==> config.mk <==
export PLATFORM = sky130hd
export DESIGN_NAME = dword_timebase
export DESIGN_NICKNAME = d
export VERILOG_FILES = /design/src/rtl/dtb_pkg.sv /design/src/rtl/dtb_subcount.sv /design/src/rtl/dtb_base_reg.sv /design/src/rtl/dtb_read_port.sv /design/src/rtl/dword_timebase.sv
export SDC_FILE = /design/constraint.sdc
export NUM_CORES = 1
export LEC_CHECK = 0
export ABC_AREA = 1
export BUFFER_PORTS_ARGS = -buffer_cell sky130_fd_sc_hd__clkbuf_2
export CORE_AREA = 2 2 204 106
export DETAILED_ROUTE_END_ITERATION = 16
export DIE_AREA = 0 0 206 108
export MAX_ROUTING_LAYER = met4
export PLACE_DENSITY = 0.76
export SYNTH_ARGS = -nofsm -noshare
export SYNTH_HDL_FRONTEND = slang
export SYNTH_HIERARCHICAL = 1
export SYNTH_SLANG_ARGS = --single-unit
==> constraint.sdc <==
create_clock -name clk -period 1.75 [get_ports clk]
set_input_delay 0.175 -clock clk [delete_from_list [all_inputs] [get_ports clk]]
set_output_delay 0.175 -clock clk [all_outputs]
set_load 0.02 [all_outputs]
==> src/rtl/dtb_pkg.sv <==
package dtb_pkg;
   // Default geometry of the time base
   localparam int unsigned DTB_WORD_W = 36;  // bits per stored word
   localparam int unsigned DTB_CNT_W  = 12;  // sub-counter width
   localparam int unsigned DTB_HIDE_W = 2;   // sub-counter bits masked on reads

   // Width of the numeric base held in two words (low word loses its top bit)
   function automatic int unsigned dtb_base_w(input int unsigned word_w);
      return 2 * word_w - 1;
   endfunction
endpackage

==> src/rtl/dtb_subcount.sv <==
module dtb_subcount #(
   parameter int unsigned CNT_W = dtb_pkg::DTB_CNT_W
) (
   input  logic             clk,
   input  logic             rst_n,
   input  logic             tick_en,
   output logic [CNT_W-1:0] cnt_o,
   output logic             wrap_o,
   output logic             ovf_o
);
   logic [CNT_W-1:0] cnt_q;
   logic             ovf_q;

   assign wrap_o = tick_en && (cnt_q == {CNT_W{1'b1}});

   always_ff @(posedge clk) begin
      if (!rst_n) begin
         cnt_q <= '0;
         ovf_q <= 1'b0;
      end else begin
         if (tick_en) cnt_q <= cnt_q + 1'b1;
         ovf_q <= wrap_o;
      end
   end

   assign cnt_o = cnt_q;
   assign ovf_o = ovf_q;

   AST_CNT_STEP: assert property (@(posedge clk) disable iff (!rst_n)
      tick_en |=> cnt_q == CNT_W'($past(cnt_q) + 1'b1));
   AST_CNT_HOLD: assert property (@(posedge clk) disable iff (!rst_n)
      !tick_en |=> $stable(cnt_q));
   AST_OVF_SINGLE: assert property (@(posedge clk) disable iff (!rst_n)
      ovf_q |=> !ovf_q);
   AST_OVF_AT_ZERO: assert property (@(posedge clk) disable iff (!rst_n)
      ovf_q |-> cnt_q == '0);
endmodule

==> src/rtl/dtb_base_reg.sv <==
module dtb_base_reg #(
   parameter int unsigned WORD_W = dtb_pkg::DTB_WORD_W,
   parameter int unsigned CNT_W  = dtb_pkg::DTB_CNT_W,
   localparam int unsigned BASE_W = dtb_pkg::dtb_base_w(WORD_W),
   localparam int unsigned KEEP_W = WORD_W - 1 - CNT_W
) (
   input  logic              clk,
   input  logic              rst_n,
   input  logic              wr_en,
   input  logic [WORD_W-1:0] wr_hi,
   input  logic [WORD_W-1:0] wr_lo,
   input  logic              wrap_i,
   output logic [BASE_W-1:0] base_o
);
   localparam logic [BASE_W-1:0] STEP = BASE_W'(1) << CNT_W;

   logic [BASE_W-1:0] base_q;
   logic [BASE_W-1:0] load_val;
   logic              unused_lo_bits;

   // High word whole, low word without its top bit and without the counter field
   assign load_val       = {wr_hi, wr_lo[WORD_W-2:CNT_W], {CNT_W{1'b0}}};
   assign unused_lo_bits = ^{wr_lo[WORD_W-1], wr_lo[CNT_W-1:0]};

   always_ff @(posedge clk) begin
      if (!rst_n)      base_q <= '0;
      else if (wr_en)  base_q <= load_val;
      else if (wrap_i) base_q <= base_q + STEP;
   end

   assign base_o = base_q;

   AST_BASE_STEP: assert property (@(posedge clk) disable iff (!rst_n)
      (wrap_i && !wr_en) |=> base_q == $past(base_q) + STEP);
   AST_BASE_HOLD: assert property (@(posedge clk) disable iff (!rst_n)
      (!wrap_i && !wr_en) |=> $stable(base_q));
   AST_WR_LOAD: assert property (@(posedge clk) disable iff (!rst_n)
      wr_en |=> (base_q[CNT_W-1:0] == '0) &&
                (base_q[BASE_W-1:CNT_W] == $past({wr_hi, wr_lo[WORD_W-2:CNT_W]})));

   initial begin
      AST_KEEP_W: assert (KEEP_W >= 1);
   end
endmodule

==> src/rtl/dtb_read_port.sv <==
module dtb_read_port #(
   parameter int unsigned WORD_W = dtb_pkg::DTB_WORD_W,
   parameter int unsigned CNT_W  = dtb_pkg::DTB_CNT_W,
   parameter int unsigned HIDE_W = dtb_pkg::DTB_HIDE_W,
   localparam int unsigned BASE_W = dtb_pkg::dtb_base_w(WORD_W)
) (
   input  logic              clk,
   input  logic              rst_n,
   input  logic              rd_en,
   input  logic [BASE_W-1:0] base_i,
   input  logic [CNT_W-1:0]  cnt_i,
   output logic              rd_valid,
   output logic [WORD_W-1:0] rd_hi,
   output logic [WORD_W-1:0] rd_lo
);
   logic [CNT_W-1:0]  vis_cnt;
   logic [BASE_W-1:0] sum;
   logic              vld_q;
   logic [WORD_W-1:0] hi_q;
   logic [WORD_W-1:0] lo_q;

   generate
      if (HIDE_W > 0) begin : g_hide
         logic unused_fine_bits;
         assign vis_cnt          = {cnt_i[CNT_W-1:HIDE_W], {HIDE_W{1'b0}}};
         assign unused_fine_bits = ^cnt_i[HIDE_W-1:0];
      end else begin : g_full
         assign vis_cnt = cnt_i;
      end
   endgenerate

   // Base low field is always zero, so this add only carries above the field
   // when the base itself is nonzero there; a full add keeps it general.
   assign sum = base_i + BASE_W'(vis_cnt);

   always_ff @(posedge clk) begin
      if (!rst_n) begin
         vld_q <= 1'b0;
         hi_q  <= '0;
         lo_q  <= '0;
      end else begin
         vld_q <= rd_en;
         if (rd_en) begin
            hi_q <= sum[BASE_W-1:WORD_W-1];
            lo_q <= {1'b0, sum[WORD_W-2:0]};
         end
      end
   end

   assign rd_valid = vld_q;
   assign rd_hi    = hi_q;
   assign rd_lo    = lo_q;

   AST_RD_PULSE: assert property (@(posedge clk) disable iff (!rst_n)
      rd_en |=> rd_valid);
   AST_RD_QUIET: assert property (@(posedge clk) disable iff (!rst_n)
      !rd_en |=> !rd_valid);
   AST_RD_SIGN: assert property (@(posedge clk) disable iff (!rst_n)
      rd_valid |-> !rd_lo[WORD_W-1]);

   generate
      if (HIDE_W > 0) begin : g_hide_chk
         AST_RD_FINE: assert property (@(posedge clk) disable iff (!rst_n)
            rd_valid |-> rd_lo[HIDE_W-1:0] == '0);
      end
   endgenerate
endmodule

==> src/rtl/dword_timebase.sv <==
module dword_timebase #(
   parameter int unsigned WORD_W = dtb_pkg::DTB_WORD_W,
   parameter int unsigned CNT_W  = dtb_pkg::DTB_CNT_W,
   parameter int unsigned HIDE_W = dtb_pkg::DTB_HIDE_W
) (
   input  logic              clk,
   input  logic              rst_n,
   input  logic              tick_en,
   input  logic              wr_en,
   input  logic [WORD_W-1:0] wr_hi,
   input  logic [WORD_W-1:0] wr_lo,
   input  logic              rd_en,
   output logic              rd_valid,
   output logic [WORD_W-1:0] rd_hi,
   output logic [WORD_W-1:0] rd_lo,
   output logic              ovf_pulse
);
   localparam int unsigned BASE_W = dtb_pkg::dtb_base_w(WORD_W);

   generate
      if (CNT_W < 2) begin : g_bad_cnt
         $error("dword_timebase: CNT_W must be at least 2");
      end
      if (CNT_W + 2 > WORD_W) begin : g_bad_word
         $error("dword_timebase: WORD_W too narrow for CNT_W");
      end
      if (HIDE_W >= CNT_W) begin : g_bad_hide
         $error("dword_timebase: HIDE_W must be below CNT_W");
      end
   endgenerate

   logic [CNT_W-1:0]  cnt_w;
   logic              wrap_w;
   logic [BASE_W-1:0] base_w;

   dtb_subcount #(.CNT_W(CNT_W)) i_subcount (
      .clk     (clk),
      .rst_n   (rst_n),
      .tick_en (tick_en),
      .cnt_o   (cnt_w),
      .wrap_o  (wrap_w),
      .ovf_o   (ovf_pulse)
   );

   dtb_base_reg #(.WORD_W(WORD_W), .CNT_W(CNT_W)) i_base_reg (
      .clk    (clk),
      .rst_n  (rst_n),
      .wr_en  (wr_en),
      .wr_hi  (wr_hi),
      .wr_lo  (wr_lo),
      .wrap_i (wrap_w),
      .base_o (base_w)
   );

   dtb_read_port #(.WORD_W(WORD_W), .CNT_W(CNT_W), .HIDE_W(HIDE_W)) i_read_port (
      .clk      (clk),
      .rst_n    (rst_n),
      .rd_en    (rd_en),
      .base_i   (base_w),
      .cnt_i    (cnt_w),
      .rd_valid (rd_valid),
      .rd_hi    (rd_hi),
      .rd_lo    (rd_lo)
   );

   AST_WR_WINS: assert property (@(posedge clk) disable iff (!rst_n)
      (wr_en && wrap_w) |=> ovf_pulse &&
         (base_w[BASE_W-1:CNT_W] == $past({wr_hi, wr_lo[WORD_W-2:CNT_W]})));
   AST_WRAP_STROBE: assert property (@(posedge clk) disable iff (!rst_n)
      wrap_w |=> ovf_pulse && (cnt_w == '0));
endmodule

==> impl_metrics.py <==
metrics = {
    "final_layout": {
        "drive_above_1_share_pct": 24.2,
        "final_util_pct": 68.2,
        "layout_common_cells": "501 x nand2_1, 308 x nor2_1, 186 x inv_1",
        "layout-area-overhead-vs-synth_pct": 29.3,
        "multiInputGateArea_um2": 7240,
        "layout.cells.non_filler": 2312,
        "layout_commonest_cell": "nand2_1",
        "regArea_um2": 2890,
        "design_area_um2": 13800,
        "num-fill-cells": 1834,
        "finalNetCount": 2115,
    },
    "die": {
        "die_h_um": 108,
        "dieWidth_um": 206,
        "rows": 37,
        "core-area_um2": 20300,
        "start_util_pct": 52.8,
        "pin_count": 151,
        "die_area_um2": 22200,
    },
    "clock_network": {
        "htreeDepth": 4,
        "cts_tree": "built",
        "path_clk_slew_ps": 60,
        "ctsRootBufferMaster": "clkbuf_16",
        "clk_latency_ps": 450,
        "clock-sinks": 144,
        "cts.path.max_buffers": 2,
        "cts_buffers": 17,
    },
    "placed_design": {
        "place_inst": 2250,
        "placed_area_um2": 12400,
        "pre_cts_ws_ps": -220,
        "io_buffers": 136,
        "hpwl_um": 30800,
        "finalWeightedCongestion": 1.02,
    },
    "setup_path": {
        "critPathLaunchType": "flip-flop",
        "crit_buf_inv": 2,
        "critPathMaxFanout": 5,
        "r2r_slack_ps": -110,
        "crit_top_cell": "nor2_4",
        "crit_type": "reg -> reg",
        "end_kind": "flip-flop",
        "required_ps": 2130,
        "timing.rr.start": "i_base_reg/base_o[13]",
        "r2r_end": "i_base_reg/base_o[41]",
        "crit_family": "simple AND/OR/NAND/NOR gates",
        "r2r_cells": 9,
        "path_cells": "buf_4 -> inv_1 -> nor2_4 -> nand2_2 -> nor2_4 -> nand2_1 -> xnor2_2 -> nand2_4 -> a21oi_2",
        "slowest_delay_ps": 350,
        "slowest_stage": "dfxtp_2",
        "arrival_ps": 2240,
    },
    "synthesis": {
        "synth_edf_count": 0,
        "synth_cell_types": 42,
        "yosysSeqAreaShare_pct": 27.0,
        "async_flop_share_pct": 0,
        "yosys-top-cells-area": "dfxtp_1 27%, nand2_1 18%, nor2_1 11%",
        "synth_cells": 1770,
        "synth_compound_area_share_pct": 11.2,
        "synth_top_area_share_pct": 27.0,
        "yosysWarnings": 6,
        "synth_simple_gate_area_share_pct": 46.3,
        "yosysTopAreaCell": "dfxtp_1",
        "synth_xor_area_share_pct": 4.34,
        "synthesis.area_um2": 10700,
        "synth_top_family_by_area": "simple AND/OR/NAND/NOR gates",
        "avgSynthCellArea_um2": 6.04,
        "synthAdderAreaFrac_pct": 1.59,
        "synth_mux_area_share_pct": 0,
        "synth_seq_cells": 144,
        "ys.flop_type": "dfxtp_1",
    },
    "run": {
        "drv_cap": 0,
    },
    "route": {
        "wl_per_cell_um": 17.6,
        "drt-total-wl_um": 40600,
        "avgViaCountPerCell": 5.45,
        "dr.pass1.iters": 6,
        "drtIter0Drc": 1283,
        "vias": 12607,
        "drc": 0,
        "ant_nets": 0,
    },
    "sta": {
        "setup_viol": 54,
        "clock.fmax_ghz": 0.538,
        "layout_setup_ws_ps": -108,
        "max-slew-margin-rel_pct": 62.6,
        "rsz0062_at_grt": "yes",
        "slew_violations": 0,
        "skew_ps": 11.1,
        "worst_pin_slew_ps": 560,
        "hold_violations": 0,
        "min_period_ps": 1860,
        "worst_hold_slack_ps": 19.2,
        "period_share_pct": 106,
    },
    "power": {
        "combPwrFrac_pct": 16.3,
        "p_switching_w": 0.00259,
        "p_sw_share_pct": 28.4,
        "pwr-share-seq_pct": 39.8,
        "pwr-share-clk_pct": 43.9,
        "p_int_w": 0.00654,
        "power.density_nw_per_um2": 660,
        "leakage_nw": 6.29,
        "ir_worst_vdd_mv": 0.547,
    },
    "min_path": {
        "hold_class": "in -> reg",
        "hold_depth": 5,
        "hp-start": "wr_lo[13]",
        "min_to": "i_base_reg/base_o[13]",
    },
    "outcome": {
        "violations": "negative setup slack",
        "status": "finished, violations left",
    },
    "global_route": {
        "grt_max_degree": 45,
        "grtUsageTotal_pct": 36.7,
        "antenna_found_initial": 1,
        "grt_pass1_vias": 10908,
        "grt_overflow": 0,
        "grt_pass1_wl_um": 59800,
    },
}
==> what timing repair did <==
action | 4_1_cts | 5_1_grt
hold endpoints to repair | 11 | 0
pin swaps | 7 | 22
buffers inserted | 7 | 4
hold buffers | 11 | 0
endpoints found under the setup margin | 57 | 56
cloned | 2 | 5
resized for setup | 35 | 72
==> cells in the mapped netlist (12+ instances only) <==
cell type    n
nand2_1    514
nor2_1     312
inv_1      189
dfxtp_1    144
nand3_1    134
a21oi_1     53
a22oi_1     41
o21ai_0     39
nand2_2     34
clkbuf_1    31
xnor2_1     31
nand4_1     28
nor2_2      24
xor2_1      22
nand3b_1    21
nor3_1      18
nor2_4      15
buf_4       14
ha_1        12
o21bai_2    12
==> power groups by stage <==
stage | registers [W] | logic, W | clock network [W]
2_1_floorplan | 0.00383 | 0.000625 | 0
3_3_place_gp | 0.00369 | 0.00133 | 0
3_5_place_dp | 0.00369 | 0.00134 | 0
4_1_cts | 0.00363 | 0.00140 | 0.00402
5_1_grt | 0.00366 | 0.00160 | 0.00416
6_report | 0.00363 | 0.00149 | 0.00401
==> cell type report <==
class,instances,area share (%)
Clock inverter,10,1.13
Sequential cell,144,20.9
Inverter,192,5.27
Timing Repair Buffer,282,14.4
Multi-Input combinational cell,1388,52.4
Tap cell,273,2.47
Antenna cell,1,0.0181
Clock buffer,22,3.43
==> layer usage <==
layer  global-route usage, %  routed length [µm]  part of all wire [%]  vias up
li1                        -                   -                     -     6122
met1                    51.1               18300                    45     5816
met2                    54.8               17600                    43      601
met3                    6.87                4020                   9.9       68
met4                    9.23                 783                   1.9        0
met5                       -                   0                     0        -
==> tightest hold or removal path: stages <==
cell and delay (ps):
clkbuf_2 80, nand2_1 40, nand3_1 70, nand2_1 50, inv_1 40
==> cells by family (layout without fill, tap and decap cells) <==
kind of cell	after synthesis	in the layout
buffers and inverters	249	506
flip-flops	144	144
adder cells (fa/ha/maj)	13	13
other	2	14
AO/OA/AOI/OAI	188	188
AND/OR/NAND/NOR	1121	1121
XOR/XNOR	53	53
==> flip-flops by register name, summed over array words and instances (netlist names) <==
signal	cells
i_subcount/cnt_o	12
i_read_port/rd_valid	1
i_read_port/rd_hi	36
i_read_port/rd_lo	35
i_subcount/ovf_o	1
i_base_reg/base_o	59
==> per-stage QoR <==
step / TNS, ps / total power, W
2_1_floorplan: -58.6 / 0.00446
3_5_place_dp: -9010 / 0.00504
5_1_grt: -8490 / 0.00942
4_1_cts: -442 / 0.00904
3_3_place_gp: -5080 / 0.00502
6_report: -2450 / 0.00913
==> how the worst max path moves through the flow <==
stage,endpoint,start,slack [ps],cells after the start
after floorplan,i_base_reg/base_o[30],i_subcount/cnt_o[0],-10,11
after global placement,i_base_reg/base_o[13],i_subcount/cnt_o[0],-140,14
after detailed placement,i_base_reg/base_o[62],i_subcount/cnt_o[0],-220,12
after CTS,i_base_reg/base_o[54],i_subcount/cnt_o[1],-40,13
after global routing,i_base_reg/base_o[16],i_subcount/cnt_o[0],-210,14
final,i_base_reg/base_o[41],i_base_reg/base_o[13],-110,9
No activity file was read; power rests on OpenSTA's default activity.
